`config.mk`:
```
export PLATFORM = sky130hd
export DESIGN_NAME = op2_shifter
export DESIGN_NICKNAME = d
export VERILOG_FILES = /design/src/rtl/bsh_pkg.sv /design/src/rtl/bsh_imm_expand.sv /design/src/rtl/bsh_amt_decode.sv /design/src/rtl/bsh_shift_core.sv /design/src/rtl/op2_shifter.sv
export SDC_FILE = /design/constraint.sdc
export NUM_CORES = 1
export LEC_CHECK = 0
export ABC_AREA = 1
export BUFFER_PORTS_ARGS = -buffer_cell sky130_fd_sc_hd__buf_2
export CAP_MARGIN = 20
export CORE_MARGIN = 2
export CORE_UTILIZATION = 45
export DETAILED_ROUTE_END_ITERATION = 8
export SYNTH_ARGS = -nofsm -noshare
export SYNTH_HDL_FRONTEND = slang
export SYNTH_HIERARCHICAL = 1
export SYNTH_SLANG_ARGS = --single-unit
```
`constraint.sdc`:
```
create_clock -name vclk -period 4.4
set_input_delay 0.66 -clock vclk [all_inputs]
set_output_delay 0.66 -clock vclk [all_outputs]
set_load 0.05 [all_outputs]
```
`src/rtl/bsh_pkg.sv`:
```
`timescale 1ns/1ps
// Shared definitions for the second-operand shifter.
// Assumes a two-bit shift kind code fixed by the instruction decoder.
package bsh_pkg;
    typedef enum logic [1:0] {
        SK_LSL = 2'b00,
        SK_LSR = 2'b01,
        SK_ASR = 2'b10,
        SK_ROR = 2'b11
    } shift_kind_e;
endpackage

```
`src/rtl/bsh_imm_expand.sv`:
```
`timescale 1ns/1ps
// Expands an 8-bit constant into a full-width operand by an even right rotate.
// Assumes the rotate field counts bit pairs; carry passes through on rotate zero.
module bsh_imm_expand #(
    parameter int W     = 32,
    parameter int IMM_W = 8,
    parameter int ROT_W = 4
) (
    input  logic [IMM_W-1:0] imm_byte,
    input  logic [ROT_W-1:0] imm_rot,
    input  logic             carry_in,
    output logic [W-1:0]     value,
    output logic             carry_out
);
    localparam int RA_W = ROT_W + 1;

    logic [W-1:0]    zext;
    logic [RA_W-1:0] rot_amt;

    // Rotate the zero-extended byte right by twice the rotate field.
    always_comb begin
        zext      = W'(imm_byte);
        rot_amt   = {imm_rot, 1'b0};
        value     = (zext >> rot_amt) | (zext << (W - int'(rot_amt)));
        carry_out = (imm_rot == '0) ? carry_in : value[W-1];
    end
endmodule

```
`src/rtl/bsh_amt_decode.sv`:
```
`timescale 1ns/1ps
// Turns the amount source into an effective amount and a rotate-extend flag.
// Assumes instruction amount 0 encodes 32 for right shifts and rotate-extend for rotate.
module bsh_amt_decode
    import bsh_pkg::*;
#(
    parameter int W         = 32,
    parameter int SH_W      = 5,
    parameter int AMT_SRC_W = 8
) (
    input  logic                 from_reg,
    input  shift_kind_e          kind,
    input  logic [SH_W-1:0]      imm_amt,
    input  logic [AMT_SRC_W-1:0] reg_amt,
    output logic [AMT_SRC_W-1:0] eff_amt,
    output logic                 rrx
);
    // Select the amount source and apply the instruction-field zero encodings.
    always_comb begin
        rrx     = 1'b0;
        eff_amt = AMT_SRC_W'(imm_amt);
        if (from_reg) begin
            eff_amt = reg_amt;
        end else if (imm_amt == '0) begin
            case (kind)
                SK_LSR, SK_ASR: eff_amt = AMT_SRC_W'(W);
                SK_ROR:         rrx     = 1'b1;
                default:        eff_amt = '0;
            endcase
        end
    end
endmodule

```
`src/rtl/bsh_shift_core.sv`:
```
`timescale 1ns/1ps
// Barrel shift or rotate by an effective amount with carry-out tracking.
// Assumes amounts up to 2**AMT_SRC_W-1; shifts past the width fill or clear naturally.
module bsh_shift_core
    import bsh_pkg::*;
#(
    parameter int W         = 32,
    parameter int SH_W      = 5,
    parameter int AMT_SRC_W = 8
) (
    input  logic [W-1:0]         val,
    input  shift_kind_e          kind,
    input  logic [AMT_SRC_W-1:0] amt,
    input  logic                 rrx,
    input  logic                 carry_in,
    output logic [W-1:0]         res,
    output logic                 carry_out
);
    logic [W:0]        lsl_t;
    logic [W:0]        lsr_t;
    logic signed [W:0] asr_t;
    logic [SH_W-1:0]   rot;
    logic [W-1:0]      ror_v;

    // Widened shifts keep the last bit shifted out beside the result.
    always_comb begin
        lsl_t = {1'b0, val} << amt;
        lsr_t = {val, 1'b0} >> amt;
        asr_t = $signed({val, 1'b0}) >>> amt;
        rot   = amt[SH_W-1:0];
        ror_v = (val >> rot) | (val << (W - int'(rot)));
    end

    // Pick the result for the requested kind and the zero/extend specials.
    always_comb begin
        res       = val;
        carry_out = carry_in;
        if (rrx) begin
            res       = {carry_in, val[W-1:1]};
            carry_out = val[0];
        end else if (amt != '0) begin
            case (kind)
                SK_LSL: begin res = lsl_t[W-1:0]; carry_out = lsl_t[W]; end
                SK_LSR: begin res = lsr_t[W:1];   carry_out = lsr_t[0]; end
                SK_ASR: begin res = asr_t[W:1];   carry_out = asr_t[0]; end
                default: begin res = ror_v;       carry_out = ror_v[W-1]; end
            endcase
        end
    end
endmodule

```
`src/rtl/op2_shifter.sv`:
```
`timescale 1ns/1ps
// Second-operand unit: shifted register or rotated immediate, plus shifter carry.
// Purely combinational; assumes fields arrive already split out by the decoder.
module op2_shifter
    import bsh_pkg::*;
#(
    parameter int W         = 32,
    parameter int AMT_SRC_W = 8,
    parameter int IMM_W     = 8,
    parameter int ROT_W     = 4
) (
    input  logic             opnd_sel_imm,
    input  logic             amt_from_reg,
    input  logic [1:0]       shift_kind,
    input  logic [4:0]       imm_amt,
    input  logic [W-1:0]     amt_reg,
    input  logic [W-1:0]     src_val,
    input  logic [IMM_W-1:0] imm_byte,
    input  logic [ROT_W-1:0] imm_rot,
    input  logic             carry_in,
    output logic [W-1:0]     opnd_out,
    output logic             carry_out
);
    localparam int SH_W = $clog2(W);

    shift_kind_e          kind;
    logic [AMT_SRC_W-1:0] eff_amt;
    logic                 rrx;
    logic [W-1:0]         sh_res;
    logic                 sh_c;
    logic [W-1:0]         im_res;
    logic                 im_c;
    logic                 unused_amt_hi;

    assign kind          = shift_kind_e'(shift_kind);
    assign unused_amt_hi = ^amt_reg[W-1:AMT_SRC_W];

    bsh_amt_decode #(.W(W), .SH_W(SH_W), .AMT_SRC_W(AMT_SRC_W)) u_amt (
        .from_reg (amt_from_reg),
        .kind     (kind),
        .imm_amt  (imm_amt[SH_W-1:0]),
        .reg_amt  (amt_reg[AMT_SRC_W-1:0]),
        .eff_amt  (eff_amt),
        .rrx      (rrx)
    );

    bsh_shift_core #(.W(W), .SH_W(SH_W), .AMT_SRC_W(AMT_SRC_W)) u_core (
        .val       (src_val),
        .kind      (kind),
        .amt       (eff_amt),
        .rrx       (rrx),
        .carry_in  (carry_in),
        .res       (sh_res),
        .carry_out (sh_c)
    );

    bsh_imm_expand #(.W(W), .IMM_W(IMM_W), .ROT_W(ROT_W)) u_imm (
        .imm_byte  (imm_byte),
        .imm_rot   (imm_rot),
        .carry_in  (carry_in),
        .value     (im_res),
        .carry_out (im_c)
    );

    // Choose between the immediate and shifted-register forms.
    always_comb begin
        opnd_out  = opnd_sel_imm ? im_res : sh_res;
        carry_out = opnd_sel_imm ? im_c   : sh_c;
    end
endmodule

```
======== Word level (Yosys, flattened, before mapping) ========
Cells that the tools add are included.
storage, ports and cells
  logic and storage cells ................. 34
  register bits ........................... 0
cells by class
  reductions and logical operators ........ 5
  equal/unequal tests ..................... 3
  bitwise gates (word level) .............. 2
  shift operators ......................... 7
  $add $sub $neg .......................... 2
  mux-type cells .......................... 15
operator list
  operator             number
  $mux 32              3
  $pmux 32 s3          1
  $or 32x32->32        2
  $shl 32x8->33        1
  $shr 33x8->33        1
  $sshr 33x8->33       1
  $shl 32x32->32       1
  $shl 8x32->32        1
  $shr 32x5->32        1
  $shr 8x5->32         1
  $mux 8               2
  $sub 6x5->7 const A  2
  $pmux 6 s2           1
  $reduce_bool 8->1    1
  $mux 1               7
  $logic_not 5->1      1
  $eq 2x2->1 const B   2
  $logic_not 4->1      1
  $pmux 1 s3           1
  $eq 2x1->1 const B   1
  $logic_not 2->1      1
  $reduce_or 2->1      1

======== Depth between registers and ports, before layout ========
Gate-level depths: netlist (run 1).
  depth in word-level cells ............... 12
  depth in mapped cells ................... 26
  mapped depth without buffers ............ 24

======== Cells and area by module ========
Netlist (run 1), hierarchy kept.
by module, submodules not included
  module          times used  cells each  area each (um^2)
  bsh_shift_core  1           1,571       7,422.1
  bsh_imm_expand  1           182         865.8
  op2_shifter     1           107         479.2
  bsh_amt_decode  1           32          153.9

======== Worst setup path before layout (run 1) ========
Ideal clock, no wire load.
  kind .................................... in2out
  start ................................... input port amt_from_reg
  end ..................................... output port opnd_out[18]
  path buffers ............................ 6
  stages on the path ...................... 23
  data arrival time ....................... 3.364 ns
  slack ................................... 0.376 ns
  path through ............................ buf_6 nand2_1 nand2_1 inv_2 buf_4 buf_4 buf_2 ha_1 buf_2 inv_1 buf_2 nand2_1 o21ai_1 nand2_1 nor2_1 nand2_1 o211ai_1 nand2_1 nand3_1 nor2_1 o21ai_1 nand2_1 nand2_1
between the ends
  longest elaborated chain between the ends .. 8
  elaborated cells between the ends (all ways) .. 14
RTL lines
  item                RTL line              text
  start: declaration  op2_shifter.sv:13     input logic amt_from_reg,
  $mux 8 (*)          bsh_amt_decode.sv:22  if (from_reg) begin
  net eff_amt[1]      op2_shifter.sv:27     logic [AMT_SRC_W-1:0] eff_amt;
  $sub 6x5->7         bsh_shift_core.sv:31  ror_v = (val >> rot) | (val << (W - int'(rot)));
  $shl 32x32->32      bsh_shift_core.sv:31
  $or 32x32->32       bsh_shift_core.sv:31
  $pmux 32 s3         bsh_shift_core.sv:42  case (kind)
  $mux 32 (*)         bsh_shift_core.sv:41  end else if (amt != '0) begin
  $mux 32 (*)         bsh_shift_core.sv:38  if (rrx) begin
  net sh_res[18]      op2_shifter.sv:29     logic [W-1:0] sh_res;
  $mux 32 (*)         op2_shifter.sv:67     opnd_out = opnd_sel_imm ? im_res : sh_res;
  end: declaration    op2_shifter.sv:21     output logic [W-1:0] opnd_out,
The timed path passes the listed nets; every way through them passes the cells marked *.

======== Worst setup path after layout (run 1) ========
  start ................................... input port amt_from_reg
  end ..................................... output port opnd_out[20]
The elaborated chain is that of the path after synthesis.

==> flow_metrics.tcl, run 1 <==
set metrics [dict create \
    layout-area-overhead-vs-synth_pct 8.29 \
    cp_data_required_time_ns 3.74 \
    hp-class "primary input to primary output" \
    drc 0 \
    place_congestion 1.21 \
    finalSetupViolCount 0 \
    die_h_um 145 \
    layout-drive-gt1-share 0.152 \
    die-area_mm2 0.0210 \
    start_util 0.458 \
    critPathMaxStageDelay_ns 0.33 \
    ys_seq_area_frac 0 \
    io_buffers 95 \
    firstDrtPassIters 9 \
    cap_violations 0 \
    coreArea_mm2 0.0195 \
    start_kind "primary input" \
    synth_top_family_by_area "simple AND/OR/NAND/NOR gates" \
    drtIter0Drc 2218 \
    dp.cells 2188 \
    slew_violations 0 \
    rsz0062_at_grt "false" \
    grt_pass1_vias 12200 \
    crit_arrival_ns 3.56 \
    holdPathStages 6 \
    dieWidth_um 145 \
    final_nets 2015 \
    critPathTopFamily "simple AND/OR/NAND/NOR gates" \
    hold_end "opnd_out[26]" \
    synthSimpleGateAreaFrac 0.710 \
    p_per_area_mw_per_mm2 216 \
    ir_worst_vdd_uv 198 \
    crit_fanout 37 \
    rows 51 \
    crit_chain "buf_2 -> inv_1 -> nand2_1 -> nand2_1 -> inv_4 -> buf_12 -> nand2_1 -> nand3_1 -> and2_1 -> nand2_1 -> nand2_1 -> nand2_1 -> nand2_1 -> o21ai_1 -> nand2_1 -> a21oi_1 -> nand4_1 -> nand2_1 -> nand2_1 -> nand2_1 -> nand2_1 -> buf_2" \
    post_synth_num_cell_types 52 \
    multiInputGateArea_mm2 0.00786 \
    path_buf_inv 5 \
    grt_max_degree 76 \
    antenna_found_initial 0 \
    hold_buffers 0 \
    hp-start "src_val[27]" \
    leakagePower_nw 5.13 \
    track_usage 0.453 \
    finalCritPeriodShare 0.959 \
    yosys_warnings 6 \
    setup_tns_ns 0 \
    run_status "finished clean" \
    synthCells 1892 \
    fin_crit_ns 4.22 \
    critPathSlowestCell "nand4_1" \
    overflow 0 \
    antenna_cells 0 \
    syn_area_mm2 0.00892 \
    cp-end-kind "primary output" \
    seq_area_um2 0 \
    flops_and_latches 0 \
    synth_fa_ha_area_frac 0.00421 \
    n_clock_buffer 0 \
    synth-xor-area-share 0.00281 \
    grt_pass1_wl_um 71700 \
    worst_slew_pin_slew_ns 0.633 \
    totalWireLength_um 48500 \
    ios 119 \
    syn_nets 1981 \
    critPathKind "primary input to primary output" \
    synth_compound_area_frac 0.158 \
    via_per_inst 6.32 \
    ant_nets 0 \
    finalNonFillerCells 2189 \
    synthMuxAreaShare 0.00112 \
    vias 13800 \
    post-dp-hpwl_um 38200 \
    fillers 2312 \
    fmax_mhz 237 \
    wire_per_inst_um 22.2 \
    finalHoldViolations 0 \
    syn_avg_cell_area_um2 4.72 \
    slew_headroom 0.578 \
    cp_common_cell "nand2_1" \
]
-- layout make-up --
type / instances / share of cell area
Multi-Input combinational cell: 1673 / 0.814
Timing Repair Buffer: 163 / 0.116
Inverter: 88 / 0.0363
Tap cell: 265 / 0.0343
-- worst max-delay path by stage --
| stage | start | to | slack, ns | depth (start not counted) |
|---|---|---|---|---|
| 2_1_floorplan | amt_from_reg | opnd_out[18] | 0.38 | 23 |
| 3_3_place_gp | shift_kind[0] | opnd_out[22] | 0.18 | 19 |
| 3_5_place_dp | shift_kind[0] | opnd_out[22] | 0.16 | 19 |
| 4_1_cts | shift_kind[0] | opnd_out[22] | 0.15 | 19 |
| 5_1_grt | amt_from_reg | opnd_out[24] | 0.004 | 23 |
| 6_report | amt_from_reg | opnd_out[20] | 0.18 | 22 |
-- routing by layer --
metal	global-route usage	vias to the layer above	share of wire
li1	-	6354	-
met2	0.670	1033	0.41
met4	0.305	0	0.083
met3	0.0806	208	0.12
met1	0.596	6240	0.38
met5	0	-	0
-- layout by cell type (no fill, tap or decap), types with 5 or more instances in the layout --
cell	count
nor2_2	10
buf_2	94
nand3_1	422
buf_4	57
nand2_4	8
buf_12	10
inv_2	16
a21oi_1	63
nand3_2	10
o211ai_1	39
nor3_1	5
nand2_1	768
inv_1	64
o21ai_1	41
and2_1	7
nand4_1	24
o21ai_0	53
o21ai_2	10
nor2_1	116
inv_4	5
a21oi_2	5
nand2_2	45
-- Yosys cell counts (all sizes together) --
master,instances,area [um2]
o21ai,105,563
buf,100,644
nor2,131,553
a22oi,1,7.51
clkbuf,31,116
a21oi,68,359
mux2i,1,10.0
xnor2,1,8.76
a21boi,2,15.0
clkinv,3,11.3
ha,3,37.5
nand3,432,2210
nand2,821,3240
nand3b,4,30.0
nor3,9,71.3
o31ai,4,30.0
a21o,1,7.51
a31oi,3,18.8
nand4,25,163
o221ai,1,8.76
o211ai,43,343
inv,85,337
o2111ai,1,8.76
o21a,3,22.5
or2,3,18.8
o22ai,1,12.5
and2,8,52.6
xor2,1,16.3
o2bb2ai,1,8.76
-- power breakdown --
group | leakage, nW | switching [mW] | total (mW) | internal, mW
clock network | 0 | 0 | 0 | 0
logic | 5.13 | 1.51 | 2.08 | 0.573
registers | 0 | 0 | 0 | 0
total | 5.13 | 1.51 | 2.08 | 0.573
-- cell families (layout without fill, tap and decap cells) --
kind of cell / count (synthesis) / in the layout
compound gates: 234 / 234
xor+xnor: 2 / 2
simple gates: 1433 / 1433
mux: 1 / 1
fa+ha+maj: 3 / 3
buf+inv: 219 / 251
-- what timing repair did --
action	4_1_cts	5_1_grt
setup endpoints to repair	0	9
buffers inserted	0	1
gates resized for setup	0	10
-- per-stage QoR --
step	util	setup slack, ns	area, um2	power, mW	hold WS [ns]
2_1_floorplan	-	0.376	8920	1.37	1.72
3_3_place_gp	0.494	0.180	9620	1.96	1.86
3_5_place_dp	0.494	0.160	9620	1.97	1.85
4_1_cts	0.494	0.151	9620	1.98	1.85
5_1_grt	0.496	0.00352	9660	2.22	1.89
6_report	0.496	0.179	9660	2.08	1.86
-- worst min-delay path: stages --
cell,delay [ns]
buf_2,0.13
nand2_1,0.06
nand2_1,0.05
nand2_1,0.06
nand2_1,0.04
buf_2,0.20
(Power assumes the default switching activity.)
==> inputs of run 2 (changes only) <==
CORE_UTILIZATION = 60   (was 45)
PLACE_DENSITY = 0.83   (was default)
==> run 2 against run 1 <==
Die area shrank 24%. Wire length shrank 6.8%. Non-clock buffer count shrank 8. Cell count shrank 4.1%. First-iteration DRC count grew 56%. Largest cell class unchanged.
==> flow_metrics.tcl, run 2 (synthesis results as in run 1) <==
set metrics [dict create \
    run_status "finished clean" \
    hp-class "primary input to primary output" \
    ant_nets 0 \
    totalWireLength_um 45200 \
    n_clock_buffer 0 \
    hold_buffers 0 \
    slew_violations 0 \
    crit_fanout 33 \
    slew_headroom 0.561 \
    grt_pass1_wl_um 68200 \
    p_per_area_mw_per_mm2 218 \
    final_cell_mix "771 x nand2_1, 422 x nand3_1, 116 x nor2_1" \
    start_kind "primary input" \
    antenna_found_initial 0 \
    fin_crit_ns 4.34 \
    place_congestion 1.22 \
    holdPathStages 6 \
    grt_max_degree 70 \
    rows 44 \
    ios 119 \
    layout-drive-gt1-share 0.146 \
    layout-area-overhead-vs-synth_pct 6.51 \
    track_usage 0.540 \
    io_buffers 95 \
    finalSetupViolCount 0 \
    vias 14300 \
    cp_data_required_time_ns 3.74 \
    dieWidth_um 126 \
    hold_end "opnd_out[26]" \
    finalCritPeriodShare 0.986 \
    dp.cells 2098 \
    cap_violations 0 \
    hp-start "src_val[27]" \
    via_per_inst 6.81 \
    finalHoldViolations 0 \
    whs_ns 1.86 \
    critPathKind "primary input to primary output" \
    coreArea_mm2 0.0145 \
    overflow 0 \
    flops_and_latches 0 \
    start_util 0.614 \
    finalNonFillerCells 2100 \
    final_util 0.654 \
    post-dp-hpwl_um 34200 \
    final_common_cell "nand2_1" \
    seq_area_um2 0 \
    die-area_mm2 0.0159 \
    ir_worst_vdd_uv 249 \
    cp-end-kind "primary output" \
    firstDrtPassIters 9 \
    fmax_mhz 230 \
    grt_pass1_vias 12300 \
    antenna_cells 0 \
    rsz0062_at_grt "true" \
    leakagePower_nw 5.10 \
    crit_arrival_ns 3.68 \
    die_h_um 126 \
    final_nets 2007 \
    drtIter0Drc 3466 \
    drc 0 \
    worst_slew_pin_slew_ns 0.655 \
    wire_per_inst_um 21.5 \
]
==> run 2: layout make-up <==
cell class	count	area, um2
Inverter	88	350
Fill cell	1533	5030
Tap cell	184	230
Timing Repair Buffer	155	1060
Multi-Input combinational cell	1673	7860
==> run 2: power by group <==
group	internal, mW	switching, mW	total [mW]
clock network	0	0	0
logic	0.568	1.50	2.07
registers	0	0	0
==> run 2: through the flow <==
stage	cell area [um2]	setup TNS [ns]	setup slack (ns)	power, mW
3_3_place_gp	9460	0	0.259	1.89
6_report	9500	0	0.0606	2.07
3_5_place_dp	9460	0	0.232	1.92
4_1_cts	9460	0	0.230	1.92
2_1_floorplan	8920	0	0.376	1.37
5_1_grt	9500	-0.0163	-0.00854	2.18
==> run 2: worst max-delay path, cell delays in order <==
cell	delay (ns)
buf_2	0.13
inv_1	0.13
nand2_1	0.07
nand2_1	0.16
buf_6	0.31
nand2_1	0.15
nand3_1	0.14
nand2_1	0.07
o21ai_1	0.52
nand2_1	0.14
o21ai_1	0.14
nor2_1	0.05
o21ai_0	0.16
a21oi_1	0.06
nand3_1	0.23
nand2_1	0.10
nand2_1	0.08
nand2_1	0.06
nand2_1	0.06
buf_2	0.26
==> run 2: what timing repair did <==
action / CTS / global route
gates resized for setup: 0 / 8
setup endpoints to repair: 0 / 9
buffers inserted: 0 / 2
endpoints found under the hold margin: 0 / 0
==> run 2: worst max-delay path by stage <==
stage,start,to,cells after the start
floorplan,amt_from_reg,opnd_out[18],23
global placement,amt_from_reg,opnd_out[23],20
detailed placement,amt_from_reg,opnd_out[24],20
CTS,amt_from_reg,opnd_out[24],20
global route,amt_from_reg,opnd_out[28],21
finish,amt_from_reg,opnd_out[23],20
==> run 2: routing by layer <==
metal / share of wire / vias to the layer above / GRT usage / wire length (um)
li1: - / 6349 / - / -
met1: 0.35 / 6176 / 0.697 / 15700
met2: 0.37 / 1447 / 0.745 / 16700
met3: 0.20 / 334 / 0.236 / 8960
met4: 0.083 / 4 / 0.289 / 3780
met5: 0.0026 / - / 0.0433 / 116
